`src/rtl/tlbr_pkg.sv`:
```
package tlbr_pkg;
    // Width of the entry-number field; software-visible, so fixed.
    localparam int unsigned FIELD_W = 6;

    typedef logic [FIELD_W-1:0] idx_t;

    typedef enum logic [1:0] {
        SRC_NONE    = 2'd0,
        SRC_INDEXED = 2'd1,
        SRC_RANDOM  = 2'd2
    } wr_src_e;

    typedef struct packed {
        logic valid;
        idx_t idx;
    } pick_t;

    typedef struct packed {
        pick_t wr;
        pick_t rd;
    } pick_state_t;
endpackage

```
`src/rtl/tlbr_wired.sv`:
```
module tlbr_wired
    import tlbr_pkg::*;
#(
    parameter int unsigned ENTRIES = 48,
    parameter int unsigned DATA_W  = 64
) (
    input  logic              clk,
    input  logic              rst_n,
    input  logic              we,
    input  logic [DATA_W-1:0] wdata,
    output idx_t              wired_o
);
    localparam idx_t TOP_IDX = idx_t'(ENTRIES - 1);

    idx_t wired_d, wired_q;
    idx_t field;
    logic unused_hi;

    assign field     = wdata[FIELD_W-1:0];
    assign unused_hi = ^wdata[DATA_W-1:FIELD_W];

    always_comb begin
        wired_d = wired_q;
        if (we) begin
            wired_d = (32'(field) < ENTRIES) ? field : TOP_IDX;
        end
    end

    always_ff @(posedge clk) begin
        if (!rst_n) wired_q <= '0;
        else        wired_q <= wired_d;
    end

    assign wired_o = wired_q;
endmodule

```
`src/rtl/tlbr_random.sv`:
```
module tlbr_random
    import tlbr_pkg::*;
#(
    parameter int unsigned ENTRIES = 48
) (
    input  logic clk,
    input  logic rst_n,
    input  logic restart,
    input  idx_t floor_i,
    output idx_t rnd_o
);
    localparam idx_t TOP_IDX = idx_t'(ENTRIES - 1);

    idx_t rnd_d, rnd_q;

    always_comb begin
        if (restart) begin
            rnd_d = TOP_IDX;
        end else if (rnd_q <= floor_i) begin
            rnd_d = TOP_IDX;
        end else begin
            rnd_d = rnd_q - idx_t'(1);
        end
    end

    always_ff @(posedge clk) begin
        if (!rst_n) rnd_q <= TOP_IDX;
        else        rnd_q <= rnd_d;
    end

    assign rnd_o = rnd_q;
endmodule

```
`src/rtl/tlbr_pick.sv`:
```
module tlbr_pick
    import tlbr_pkg::*;
#(
    parameter int unsigned DATA_W = 64
) (
    input  logic              clk,
    input  logic              rst_n,
    input  logic              idx_req,
    input  logic [DATA_W-1:0] index_word,
    input  logic              rnd_req,
    input  idx_t              rnd_i,
    input  logic              rd_req,
    output logic              wr_valid,
    output idx_t              wr_idx,
    output logic              rd_valid,
    output idx_t              rd_data
);
    pick_state_t st_d, st_q;
    wr_src_e     src;
    logic        unused_hi;

    assign unused_hi = ^index_word[DATA_W-1:FIELD_W];

    always_comb begin
        if (idx_req)      src = SRC_INDEXED;
        else if (rnd_req) src = SRC_RANDOM;
        else              src = SRC_NONE;
    end

    always_comb begin
        st_d = st_q;
        unique case (src)
            SRC_INDEXED: st_d.wr = '{valid: 1'b1, idx: index_word[FIELD_W-1:0]};
            SRC_RANDOM:  st_d.wr = '{valid: 1'b1, idx: rnd_i};
            default:     st_d.wr = '{valid: 1'b0, idx: st_q.wr.idx};
        endcase
        st_d.rd.valid = rd_req;
        if (rd_req) st_d.rd.idx = rnd_i;
    end

    always_ff @(posedge clk) begin
        if (!rst_n) st_q <= '0;
        else        st_q <= st_d;
    end

    assign wr_valid = st_q.wr.valid;
    assign wr_idx   = st_q.wr.idx;
    assign rd_valid = st_q.rd.valid;
    assign rd_data  = st_q.rd.idx;
endmodule

```
`src/rtl/tlb_victim_sel.sv`:
```
module tlb_victim_sel
    import tlbr_pkg::*;
#(
    parameter int unsigned ENTRIES = 48,
    parameter int unsigned DATA_W  = 64
) (
    input  logic              clk,
    input  logic              rst_n,
    input  logic              wired_we,
    input  logic [DATA_W-1:0] wired_wdata,
    input  logic              rnd_we,
    input  logic [DATA_W-1:0] rnd_wdata,
    input  logic              rnd_rd,
    input  logic [DATA_W-1:0] index_word,
    input  logic              idx_wr_req,
    input  logic              rnd_wr_req,
    output logic [5:0]        wired_o,
    output logic              rnd_rvalid,
    output logic [5:0]        rnd_rdata,
    output logic              wr_valid,
    output logic [5:0]        wr_idx
);
    idx_t wired_val;
    idx_t rnd_val;
    logic unused_rnd_write;

    // The counter is read-only: its write port is accepted and dropped.
    assign unused_rnd_write = ^{rnd_we, rnd_wdata};

    tlbr_wired #(.ENTRIES(ENTRIES), .DATA_W(DATA_W)) u_wired (
        .clk     (clk),
        .rst_n   (rst_n),
        .we      (wired_we),
        .wdata   (wired_wdata),
        .wired_o (wired_val)
    );

    tlbr_random #(.ENTRIES(ENTRIES)) u_random (
        .clk     (clk),
        .rst_n   (rst_n),
        .restart (wired_we),
        .floor_i (wired_val),
        .rnd_o   (rnd_val)
    );

    tlbr_pick #(.DATA_W(DATA_W)) u_pick (
        .clk        (clk),
        .rst_n      (rst_n),
        .idx_req    (idx_wr_req),
        .index_word (index_word),
        .rnd_req    (rnd_wr_req),
        .rnd_i      (rnd_val),
        .rd_req     (rnd_rd),
        .wr_valid   (wr_valid),
        .wr_idx     (wr_idx),
        .rd_valid   (rnd_rvalid),
        .rd_data    (rnd_rdata)
    );

    assign wired_o = wired_val;
endmodule

```
`config.mk`:
```
export PLATFORM = sky130hd
export DESIGN_NAME = tlb_victim_sel
export DESIGN_NICKNAME = d
export VERILOG_FILES = /design/src/rtl/tlbr_pkg.sv /design/src/rtl/tlbr_wired.sv /design/src/rtl/tlbr_random.sv /design/src/rtl/tlbr_pick.sv /design/src/rtl/tlb_victim_sel.sv
export SDC_FILE = /design/constraint.sdc
export NUM_CORES = 1
export LEC_CHECK = 0
export CAP_MARGIN = 30
export CORE_AREA = 2 2 85 87
export CTS_CLUSTER_SIZE = 24
export DETAILED_ROUTE_END_ITERATION = 6
export DIE_AREA = 0 0 87 89
export PLACE_DENSITY = 0.78
export REMOVE_ABC_BUFFERS = 1
export SLEW_MARGIN = 40
export SYNTH_ARGS = -nofsm -noshare
export SYNTH_HDL_FRONTEND = slang
export SYNTH_SLANG_ARGS = --single-unit
```
`constraint.sdc`:
```
create_clock -name clk -period 2.2 [get_ports clk]
set_input_delay 0.44 -clock clk [delete_from_list [all_inputs] [get_ports clk]]
set_output_delay 0.44 -clock clk [all_outputs]
set_load 0.01 [all_outputs]
```
# ---- Word-level counts from Yosys, hierarchy flattened
# Cells that the tools add are included.
dict set report word_totals {
  input_bits 199
  word_cells 18
  ff_bits 26
}
dict set report classes {
  bitwise_logic 1
  order_cmp 2
  reduce_logical 2
  addsub 1
  n_eq_ne 2
  mux 4
}
# cell count
set ops {}
lappend ops {{$pmux W7 S2} 1}
lappend ops {{$le A6 B6 Y1} 1}
lappend ops {{$lt A6 B6 Y1 const B} 1}
lappend ops {{$mux W6} 1}
lappend ops {{$sub A6 B1 Y6 const B} 1}
lappend ops {{$mux W2} 2}
lappend ops {{$reduce_or A3 Y1} 1}
lappend ops {{$eq A2 B1 Y1 const B} 1}
lappend ops {{$eq A2 B2 Y1 const B} 1}
lappend ops {{$reduce_bool A2 Y1} 1}
lappend ops {{$not A1 Y1} 1}

# ---- Longest topological paths before layout
# Gate-level depths: netlist of the first run.
dict set report depth {
  word_depth 4
  ltp_mapped 6
  depth_no_buf 6
}

# ---- Hierarchy
# From an unflattened synthesis of the first run, not the netlist that was laid out.
dict set report hier_totals {
  hier_cells 117
  area_unflattened_um2 1223.7
}
# mod cells_each seq_area_each_um2 instances area_each_um2
set modules_own_cells {}
lappend modules_own_cells {tlbr_pick 50 280.3 1 603.1}
lappend modules_own_cells {tlbr_random 43 120.1 1 389.1}
lappend modules_own_cells {tlbr_wired 24 120.1 1 231.5}

# ---- Worst setup path after synthesis of the first run
# OpenSTA, ideal clock, no wires.
dict set report synth_path {
  path_kind {flip-flop to flip-flop}
  start {reg u_wired.wired_q[5] (netlist: u_wired.wired_o[5])}
  end {reg u_random.rnd_q[4] (netlist: u_random.rnd_o[4])}
  stages_incl_launch_ff 7
  period_less_slack_ps 1684
  setup_ps 59
  n_path_buf 0
  setup_slack_ps 516
  arrival_ps 1625
  cell_sequence {dfxtp_1 -> inv_1 -> ha_1 -> and4_4 -> a311o_1 -> a31oi_4 -> and2_1}
}
dict set report synth_via {
  elab_chain_len 2
}
# item line
set synth_rtl {}
lappend synth_rtl {{start, declared} tlbr_wired.sv:15} ;# idx_t wired_d, wired_q;
lappend synth_rtl {{start signal, assigned} tlbr_wired.sv:31} ;# else wired_q <= wired_d;
lappend synth_rtl {{$le A6 B6 Y1} tlbr_random.sv:19} ;# end else if (rnd_q <= floor_i) begin
lappend synth_rtl {{$reduce_or A3 Y1 (no line)} n/a}
lappend synth_rtl {{end signal, assigned} tlbr_random.sv:28} ;# else rnd_q <= rnd_d;
lappend synth_rtl {{end, declared} tlbr_random.sv:14} ;# idx_t rnd_d, rnd_q;
# No other way between the ends.
# A chain may end at the register's enable or synchronous reset.

# ---- Worst setup path in the final report of the first run
# Ends and elaborated chain as after synthesis.

==> results of run 1 <==
-- routing by layer --
| layer | routed length [um] | global-route usage, % | vias up |
|---|---|---|---|
| met3 | 320 | 4.06 | 3 |
| met2 | 1100 | 10.6 | 41 |
| met1 | 1400 | 10.5 | 423 |
| li1 | - | - | 495 |
| met4 | 12 | 1.28 | 0 |
| met5 | 0 | 0 | - |
-- critical path: stages, from the launching register on --
cell	delay, ns
dfxtp_1	0.37
inv_1	0.06
ha_1	0.32
and4_4	0.20
a311o_1	0.38
a31oi_4	0.22
and2_1	0.15
-- cell families after synthesis --
| kind of cell | Yosys count | synth area share (%) |
|---|---|---|
| compound gates | 24 | 12.9 |
| xor+xnor | 4 | 3.10 |
| fa+ha+maj | 7 | 7.74 |
| buf+inv | 13 | 4.42 |
| flops | 26 | 46.0 |
| mux | 13 | 11.5 |
| simple gates | 37 | 14.3 |
-- worst paths after layout --
| kind | start | end | slack, ns | cells past startpoint |
|---|---|---|---|---|
| worst max-delay path | u_wired.wired_o[5]$_SDFFE_PN0P_ | u_random.rnd_o[4]$_SDFF_PP0_ | 0.45 | 6 |
| worst min-delay path | u_random.rnd_o[0]$_SDFF_PP1_ | u_random.rnd_o[0]$_SDFF_PP1_ | 0.46 | 1 |
| worst max register to register | u_wired.wired_o[5]$_SDFFE_PN0P_ | u_random.rnd_o[4]$_SDFF_PP0_ | 0.45 | 6 |
| worst min register to register | u_random.rnd_o[0]$_SDFF_PP1_ | u_random.rnd_o[0]$_SDFF_PP1_ | 0.46 | 1 |
-- metrics by stage --
stage / instances / total power, mW
finish: 244 / 1.09
global route: 244 / 1.14
CTS: 244 / 1.10
detailed placement: 240 / 0.702
global placement: 240 / 0.699
floorplan: 119 / 0.592
-- sequential cells by signal, summed over array words and instances (netlist names) --
signal           flops
u_random.rnd_o       6
u_pick.rd_data       6
u_wired.wired_o      6
u_pick.rd_valid      1
u_pick.wr_valid      1
u_pick.wr_idx        6
-- cell usage after synthesis --
cell type | instances | area (um2)
nor3_1 | 1 | 5.00
o21ai_1 | 1 | 5.00
mux2i_1 | 13 | 130
buf_2 | 1 | 5.00
xor2_1 | 1 | 8.76
nor2_1 | 22 | 82.6
a21oi_1 | 15 | 75.1
or3_1 | 1 | 6.26
xnor2_1 | 3 | 26.3
and2_1 | 3 | 18.8
nand2_1 | 7 | 26.3
nor2b_1 | 1 | 6.26
a21o_2 | 1 | 8.76
clkbuf_1 | 4 | 15.0
o21ai_0 | 4 | 20.0
nand3_1 | 1 | 5.00
a31oi_4 | 1 | 21.3
a311o_1 | 1 | 10.0
o22ai_1 | 1 | 6.26
and4_4 | 1 | 11.3
inv_1 | 8 | 30.0
ha_1 | 7 | 87.6
dfxtp_1 | 26 | 521
-- power by group through the flow --
stage	combinational, mW	clock, mW	sequential [mW]
after CTS	0.180	0.408	0.513
final	0.178	0.400	0.512
after floorplan	0.0602	0	0.532
after global routing	0.195	0.427	0.516
after global placement	0.176	0	0.523
after detailed placement	0.178	0	0.523
-- layout by cell type (no fill, tap or decap) --
cell              n
bufinv_16         1
o21ai_1           1
a311o_1           1
mux2i_1          13
xnor2_1           3
and2_1            3
nor2_1           22
ha_1              7
nand3_1           1
or3_1             1
xor2_1            1
o22ai_1           1
and4_4            1
nor2b_1           1
a21oi_1          15
dfxtp_1          26
o21ai_0           4
buf_4             4
a31oi_4           1
clkbuf_8          3
clkdlybuf4s50_1  37
a21o_2            1
nor3_1            1
inv_1             8
nand2_1           7
-- final cells by class --
| cell class | instances | share of cell area, % |
|---|---|---|
| clock buffer | 3 | 2.45 |
| clock inverter | 1 | 1.78 |
| inverter | 8 | 1.78 |
| multi-input combinational | 85 | 33.3 |
| sequential | 26 | 30.9 |
| tap | 80 | 5.95 |
| timing repair buffer | 41 | 23.8 |
==> results.sh, run 1 <==
export IMPL_synthDistinctLibCells=23
export IMPL_seq_area_frac_synth_pct=46.0
export IMPL_wire_per_inst_um=11.6
export IMPL_grt_remaining_overflow=0
export IMPL_grtUsageTotal_pct=7.61
export IMPL_vias=962
export IMPL_path_clk_slew_ns=0.09
export IMPL_fin_crit_ns=1.75
export IMPL_peakVddDrop_mv=0.472
export IMPL_power_frac_comb_pct=16.3
export IMPL_outcome="finished, final reports clean"
export IMPL_critical_path_required_ns=2.42
export IMPL_start_util_pct=16.8
export IMPL_drt_pass1_iter_count=4
export IMPL_dieArea_mm2=0.00774
export IMPL_max_slew_margin_pct=71.8
export IMPL_cap_violations=0
export IMPL_ys_ff_latch=26
export IMPL_fmax_mhz=572
export IMPL_critPathCaptureType="register"
export IMPL_syn_inst=124
export IMPL_coreArea_mm2=0.00672
export IMPL_layout_setup_ws_ns=0.451
export IMPL_die_h_um=89
export IMPL_grt_max_degree=16
export IMPL_hold_violations=0
export IMPL_cts_htree_levels=1
export IMPL_final_cell_area_mm2=0.00168
export IMPL_avgSynthCellArea_um2=9.12
export IMPL_switchingPower_mw=0.248
export IMPL_holdBufCountCts=0
export IMPL_ant_nets=0
export IMPL_place_congestion=0.722
export IMPL_fin_tns_setup_ns=0
export IMPL_seqCellArea_um2=520
export IMPL_syn_to_final_growth_pct=48.8
export IMPL_final_nets=371
export IMPL_path_class="register to register"
export IMPL_cp_max_fo=6
export IMPL_vias_per_cell=3.94
export IMPL_cts_resized_gates=0
export IMPL_clock_latency_ns=0.28
export IMPL_postCtsSetupBuffers=0
export IMPL_final_core_util_pct=25.0
export IMPL_cts_sinks=26
export IMPL_setup_viol=0
export IMPL_clockRootBuffer="clkbuf_8"
export IMPL_hpwl_mm=2.15
export IMPL_dpl_cell_area_mm2=0.00161
export IMPL_syn_area_mm2=0.00113
export IMPL_p_int_mw=0.841
export IMPL_period_share_pct=79.5
export IMPL_port_buffers=37
export IMPL_num_io_pins=219
export IMPL_tritoncts="done"
export IMPL_p_leak_nw=0.686
export IMPL_cts_max_path_buffers=2
export IMPL_multi_input_area_um2=561
export IMPL_grt_pass1_wl_mm=4.59
export IMPL_n_antenna_cell=0
export IMPL_p_per_area_mw_per_mm2=647
export IMPL_row_count=30
export IMPL_cts_buffers_inserted=3
export IMPL_antenna_found_initial=0
export IMPL_whs_ns=0.465
export IMPL_fin_skew_ns=0.00733
export IMPL_p_sw_share_pct=22.8
export IMPL_wirelength_mm=2.84
export IMPL_slew_viol_final=0
export IMPL_die_x_um=87
export IMPL_hold_class="register to register"
export IMPL_worstPathArrival_ns=1.97
export IMPL_ys_warn_count=0
export IMPL_drcViolationCount=0
export IMPL_seqPwrFrac_pct=47.0
export IMPL_cp_start_kind="register"
export IMPL_drt_initial_drc_count=33
export IMPL_rsz0062_at_grt="false"
export IMPL_fillCellCount=715
export IMPL_clockPowerShare_pct=36.7
export IMPL_grt_pass1_vias=941
export IMPL_post_place_ws_ns=0.265
export IMPL_tightest_slew_ns=0.421
export IMPL_drive_gt1_share_pct=6.71
Note: power is estimated with default switching activity, not from simulation.
==> run 2, diff against run 1 <==
==> constraint.sdc (replaced) <==
create_clock -name clk -period 1.7 [get_ports clk]
set_input_delay 0.34 -clock clk [delete_from_list [all_inputs] [get_ports clk]]
set_output_delay 0.34 -clock clk [all_outputs]
set_load 0.01 [all_outputs]
==> results.sh, run 2 (synthesized netlist as in run 1, its figures left out) <==
export IMPL_hold_end="u_pick.rd_data[4]$_SDFFE_PN0P_"
export IMPL_clockRootBuffer="clkbuf_8"
export IMPL_r2r_start="u_wired.wired_o[5]$_SDFFE_PN0P_"
export IMPL_tritoncts="done"
export IMPL_hold_class="register to register"
export IMPL_cts_max_path_buffers=2
export IMPL_grt_remaining_overflow=0
export IMPL_ant_nets=0
export IMPL_cts_htree_levels=1
export IMPL_worstPathArrival_ns=1.83
export IMPL_coreArea_mm2=0.00672
export IMPL_drt_initial_drc_count=25
export IMPL_instances_no_fill=253
export IMPL_drt_pass1_iter_count=4
export IMPL_slew_viol_final=0
export IMPL_r2r_cells=6
export IMPL_final_nets=380
export IMPL_critPathCaptureType="register"
export IMPL_p_int_mw=1.10
export IMPL_p_per_area_mw_per_mm2=799
export IMPL_power_frac_comb_pct=17.7
export IMPL_clock_latency_ns=0.28
export IMPL_seqPwrFrac_pct=46.2
export IMPL_fmax_mhz=621
export IMPL_die_h_um=89
export IMPL_drive_gt1_share_pct=15.6
export IMPL_hold_violations=0
export IMPL_cp_max_fo=6
export IMPL_worst_r2r_setup_slack_ns=0.09
export IMPL_dpl_cell_area_mm2=0.00166
export IMPL_grt_max_degree=16
export IMPL_die_x_um=87
export IMPL_peakVddDrop_mv=0.484
export IMPL_p_sw_share_pct=22.9
export IMPL_layout_commonest_cell="clkdlybuf4s50_1"
export IMPL_final_core_util_pct=26.7
export IMPL_num_io_pins=219
export IMPL_fin_crit_ns=1.61
export IMPL_grt_pass1_vias=967
export IMPL_period_share_pct=94.7
export IMPL_worstHoldStart="u_pick.rd_data[4]$_SDFFE_PN0P_"
export IMPL_path_class="register to register"
export IMPL_fin_skew_ns=0.00956
export IMPL_outcome="finished, final reports clean"
export IMPL_port_buffers=37
export IMPL_wire_per_inst_um=11.7
export IMPL_wirelength_mm=2.97
export IMPL_dieArea_mm2=0.00774
export IMPL_hpwl_mm=2.25
export IMPL_final_cell_area_mm2=0.00179
export IMPL_r2r_end="u_random.rnd_o[4]$_SDFF_PP0_"
export IMPL_switchingPower_mw=0.329
export IMPL_worst_hold_path_num_cells=2
export IMPL_vias=1021
export IMPL_clockPowerShare_pct=36.1
export IMPL_rsz0062_at_grt="false"
export IMPL_grt_pass1_wl_mm=4.55
export IMPL_row_count=30
export IMPL_setup_viol=0
export IMPL_max_slew_margin_pct=72.1
export IMPL_start_util_pct=16.8
export IMPL_cts_sinks=26
export IMPL_mostFrequentLayoutCells="clkdlybuf4s50_1, nor2_1, dfxtp_1, a21oi_1"
export IMPL_p_leak_nw=0.735
export IMPL_cap_violations=0
export IMPL_n_antenna_cell=0
export IMPL_path_clk_slew_ns=0.10
export IMPL_placed_cells=247
export IMPL_antenna_found_initial=0
export IMPL_vias_per_cell=4.04
export IMPL_cp_start_kind="register"
export IMPL_tightest_slew_ns=0.418
export IMPL_critical_path_required_ns=1.92
export IMPL_total_power_mw=1.43
export IMPL_drcViolationCount=0
export IMPL_grtUsageTotal_pct=7.42
export IMPL_cts_buffers_inserted=3
export IMPL_syn_to_final_growth_pct=58.5
export IMPL_holdBufCountCts=0
export IMPL_place_congestion=0.750
-- run 2: per-stage QoR --
stage	hold WS, ns	setup TNS (ns)	setup WS, ns
after CTS	0.512	0	0.0544
final	0.508	0	0.0905
after floorplan	0.391	0	0.0164
after global routing	0.525	0	0.0155
after global placement	0.477	0	0.0293
after detailed placement	0.486	-0.0193	-0.0182
-- run 2: power by group through the flow --
stage,Sequential [mW],Clock (mW),Combinational [mW]
2_1_floorplan,0.688,0,0.0779
3_3_place_gp,0.676,0,0.237
3_5_place_dp,0.677,0,0.242
4_1_cts,0.664,0.531,0.244
5_1_grt,0.667,0.556,0.278
6_report,0.662,0.518,0.253
-- run 2: critical path: stages, from the launching register on --
cell and delay, ns:
dfxtp_2 0.33, inv_1 0.09, ha_4 0.21, and4_4 0.19
a311o_1 0.34, a31oi_4 0.24, and2_1 0.16
-- run 2: timing repair --
| item | 4_1_cts | 5_1_grt |
|---|---|---|
| resized for setup | 2 | 5 |
| pin swaps | 1 | 6 |
| setup buffers | 0 | 2 |
| setup endpoints to repair | 6 | 3 |
-- run 2: area by class of cell --
| class | count | area [um2] |
|---|---|---|
| inverter | 8 | 30.0 |
| multi-input combinational | 85 | 598 |
| fill | 711 | 4930 |
| tap | 80 | 100 |
| clock buffer | 3 | 41.3 |
| timing repair buffer | 50 | 468 |
| sequential | 26 | 526 |
| clock inverter | 1 | 30.0 |
-- run 2: layer usage --
layer	wire (um)	GRT usage, %
met5	0	0
met3	313	4.16
met1	1430	10.1
met2	1230	10.7
met4	0	0.568
-- run 2: worst max-delay path by stage --
stage	start	endpoint	slack, ns	cells after the start
final	u_wired.wired_o[5]$_SDFFE_PN0P_	u_random.rnd_o[4]$_SDFF_PP0_	0.09	6
after global routing	u_wired.wired_o[5]$_SDFFE_PN0P_	u_random.rnd_o[4]$_SDFF_PP0_	0.02	6
after CTS	u_wired.wired_o[5]$_SDFFE_PN0P_	u_random.rnd_o[4]$_SDFF_PP0_	0.05	6
after detailed placement	u_wired.wired_o[3]$_SDFFE_PN0P_	u_random.rnd_o[4]$_SDFF_PP0_	-0.02	6
after global placement	u_wired.wired_o[3]$_SDFFE_PN0P_	u_random.rnd_o[4]$_SDFF_PP0_	0.03	6
after floorplan	u_wired.wired_o[5]$_SDFFE_PN0P_	u_random.rnd_o[4]$_SDFF_PP0_	0.02	6
==> run 3, diff against run 2 <==
--- a/config.mk
+++ b/config.mk
@@ -11,6 +11,7 @@
 export DETAILED_ROUTE_END_ITERATION = 6
 export DIE_AREA = 0 0 87 89
 export PLACE_DENSITY = 0.78
+export RECOVER_POWER = 100
 export REMOVE_ABC_BUFFERS = 1
 export SLEW_MARGIN = 40
 export SYNTH_ARGS = -nofsm -noshare
==> results.sh, run 3 (synthesized netlist as in run 1, its figures left out) <==
export IMPL_cp_start_kind="register"
export IMPL_rsz0062_at_grt="false"
export IMPL_layout_commonest_cell="dfxtp_1"
export IMPL_outcome="finished, final reports clean"
export IMPL_grt_max_degree=16
export IMPL_hpwl_mm=2.25
export IMPL_cp_num_buf_inv=2
export IMPL_holdBufCountCts=0
export IMPL_syn_to_final_growth_pct=58.1
export IMPL_coreArea_mm2=0.00672
export IMPL_busiest_layer="met2"
export IMPL_final_nets=380
export IMPL_max_slew_margin_pct=69.3
export IMPL_drt_initial_drc_count=22
export IMPL_cp_cell_sequence="buf_4 -> dlygate4sd3_1"
export IMPL_start_util_pct=16.8
export IMPL_grt_use_met3_pct=4.16
export IMPL_r2r_start="u_wired.wired_o[5]$_SDFFE_PN0P_"
export IMPL_drcViolationCount=0
export IMPL_switchingPower_mw=0.326
export IMPL_seqPwrFrac_pct=46.6
export IMPL_clock_latency_ns=0.27
export IMPL_p_int_mw=1.09
export IMPL_final_cell_area_mm2=0.00179
export IMPL_fillCellCount=714
export IMPL_critPathCaptureType="output port"
export IMPL_fmax_mhz=607
export IMPL_peakVddDrop_mv=0.475
export IMPL_hold_class="register to register"
export IMPL_p_leak_nw=0.763
export IMPL_cap_violations=0
export IMPL_fin_crit_ns=1.65
export IMPL_hold_violations=0
export IMPL_grt_use_met1_pct=10.1
export IMPL_grt_pass1_wl_mm=4.55
export IMPL_cp_slowest_cell="dlygate4sd3_1"
export IMPL_path_clk_slew_ns=0.10
export IMPL_total_power_mw=1.42
export IMPL_grt_remaining_overflow=0
export IMPL_grtUsageTotal_pct=7.42
export IMPL_row_count=30
export IMPL_grt_use_met2_pct=10.7
export IMPL_num_io_pins=219
export IMPL_worst_r2r_setup_slack_ns=0.09
export IMPL_drive_gt1_share_pct=14.5
export IMPL_worstPathArrival_ns=1.31
export IMPL_slew_viol_final=0
export IMPL_ant_nets=0
export IMPL_place_congestion=0.750
export IMPL_max_stage_delay_ns=0.59
export IMPL_die_h_um=89
export IMPL_worstHoldStart="u_pick.rd_data[4]$_SDFFE_PN0P_"
export IMPL_whs_ns=0.501
export IMPL_vias_per_cell=4.04
export IMPL_power_frac_comb_pct=17.0
export IMPL_period_share_pct=96.9
export IMPL_wirelength_mm=2.95
export IMPL_dpl_cell_area_mm2=0.00166
export IMPL_cts_max_path_buffers=2
export IMPL_die_x_um=87
export IMPL_tritoncts="done"
export IMPL_fin_skew_ns=0.00812
export IMPL_clockRootBuffer="clkbuf_8"
export IMPL_cp_max_fo=2
export IMPL_path_class="register to output port"
export IMPL_cp_top_family="buffers and inverters"
export IMPL_setup_viol=0
export IMPL_dieArea_mm2=0.00774
export IMPL_p_sw_share_pct=23.0
export IMPL_tightest_slew_ns=0.460
export IMPL_drt_pass1_iter_count=4
export IMPL_n_antenna_cell=0
export IMPL_cts_buffers_inserted=3
export IMPL_vias=1022
export IMPL_mostFrequentLayoutCells="dfxtp_1, nor2_1, dlygate4sd3_1, clkdlybuf4s50_1, a21oi_1"
export IMPL_grt_pass1_vias=967
export IMPL_cts_htree_levels=1
export IMPL_antenna_found_initial=0
export IMPL_port_buffers=37
export IMPL_setup_worst_path_start="u_wired.wired_o[4]$_SDFFE_PN0P_"
export IMPL_p_per_area_mw_per_mm2=793
export IMPL_wire_per_inst_um=11.7
export IMPL_cts_sinks=26
export IMPL_clockPowerShare_pct=36.4
export IMPL_critical_path_required_ns=1.36
[run 3: power groups by stage]
stage	Clock, mW	Combinational (mW)	Sequential (mW)
2_1_floorplan	0	0.0779	0.688
3_3_place_gp	0	0.237	0.676
3_5_place_dp	0	0.242	0.677
4_1_cts	0.531	0.244	0.664
5_1_grt	0.556	0.266	0.666
6_report	0.516	0.241	0.661
[run 3: final cells by class]
type	instances	area (um2)	share of cell area, %
Timing Repair Buffer	50	464	26.0
Clock buffer	3	41.3	2.31
Clock inverter	1	30.0	1.68
Tap cell	80	100	5.60
Inverter	8	30.0	1.68
Multi-Input combinational cell	85	598	33.5
Sequential cell	26	524	29.3
[run 3: metal layers]
layer | up-vias | routed length [um] | part of all wire, %
li1 | 513 | - | -
met5 | - | 0 | 0
met2 | 40 | 1210 | 41
met1 | 469 | 1410 | 48
met3 | 0 | 324 | 11
met4 | 0 | 0 | 0
[run 3: worst reg2reg max path: cells and delay by family, from the launching register on]
kind | cells | cell delay, ns
compound gates | 2 | 0.57
fa+ha+maj | 1 | 0.22
buf+inv | 1 | 0.07
flops | 1 | 0.34
simple gates | 2 | 0.35
[run 3: worst paths after layout]
kind / cells past startpoint / to
max: 2 / wired_o[4]
max reg2reg: 6 / u_random.rnd_o[4]$_SDFF_PP0_
min reg2reg: 2 / u_pick.rd_data[4]$_SDFFE_PN0P_
min: 2 / u_pick.rd_data[4]$_SDFFE_PN0P_
[run 3: through the flow]
step | setup WS [ns] | util [%] | setup TNS, ns | std cells
6_report | 0.0526 | 26.6 | 0 | 253
5_1_grt | 0.00514 | 26.6 | 0 | 253
4_1_cts | 0.0544 | 25.9 | 0 | 251
3_5_place_dp | -0.0182 | 24.8 | -0.0193 | 247
3_3_place_gp | 0.0293 | 24.8 | 0 | 247
2_1_floorplan | 0.0164 | - | 0 | 119
[run 3: timing repair]
item,in CTS,in global routing
pin swaps,1,6
resized for setup,2,5
buffers inserted,0,2
endpoints found under the setup margin,6,3
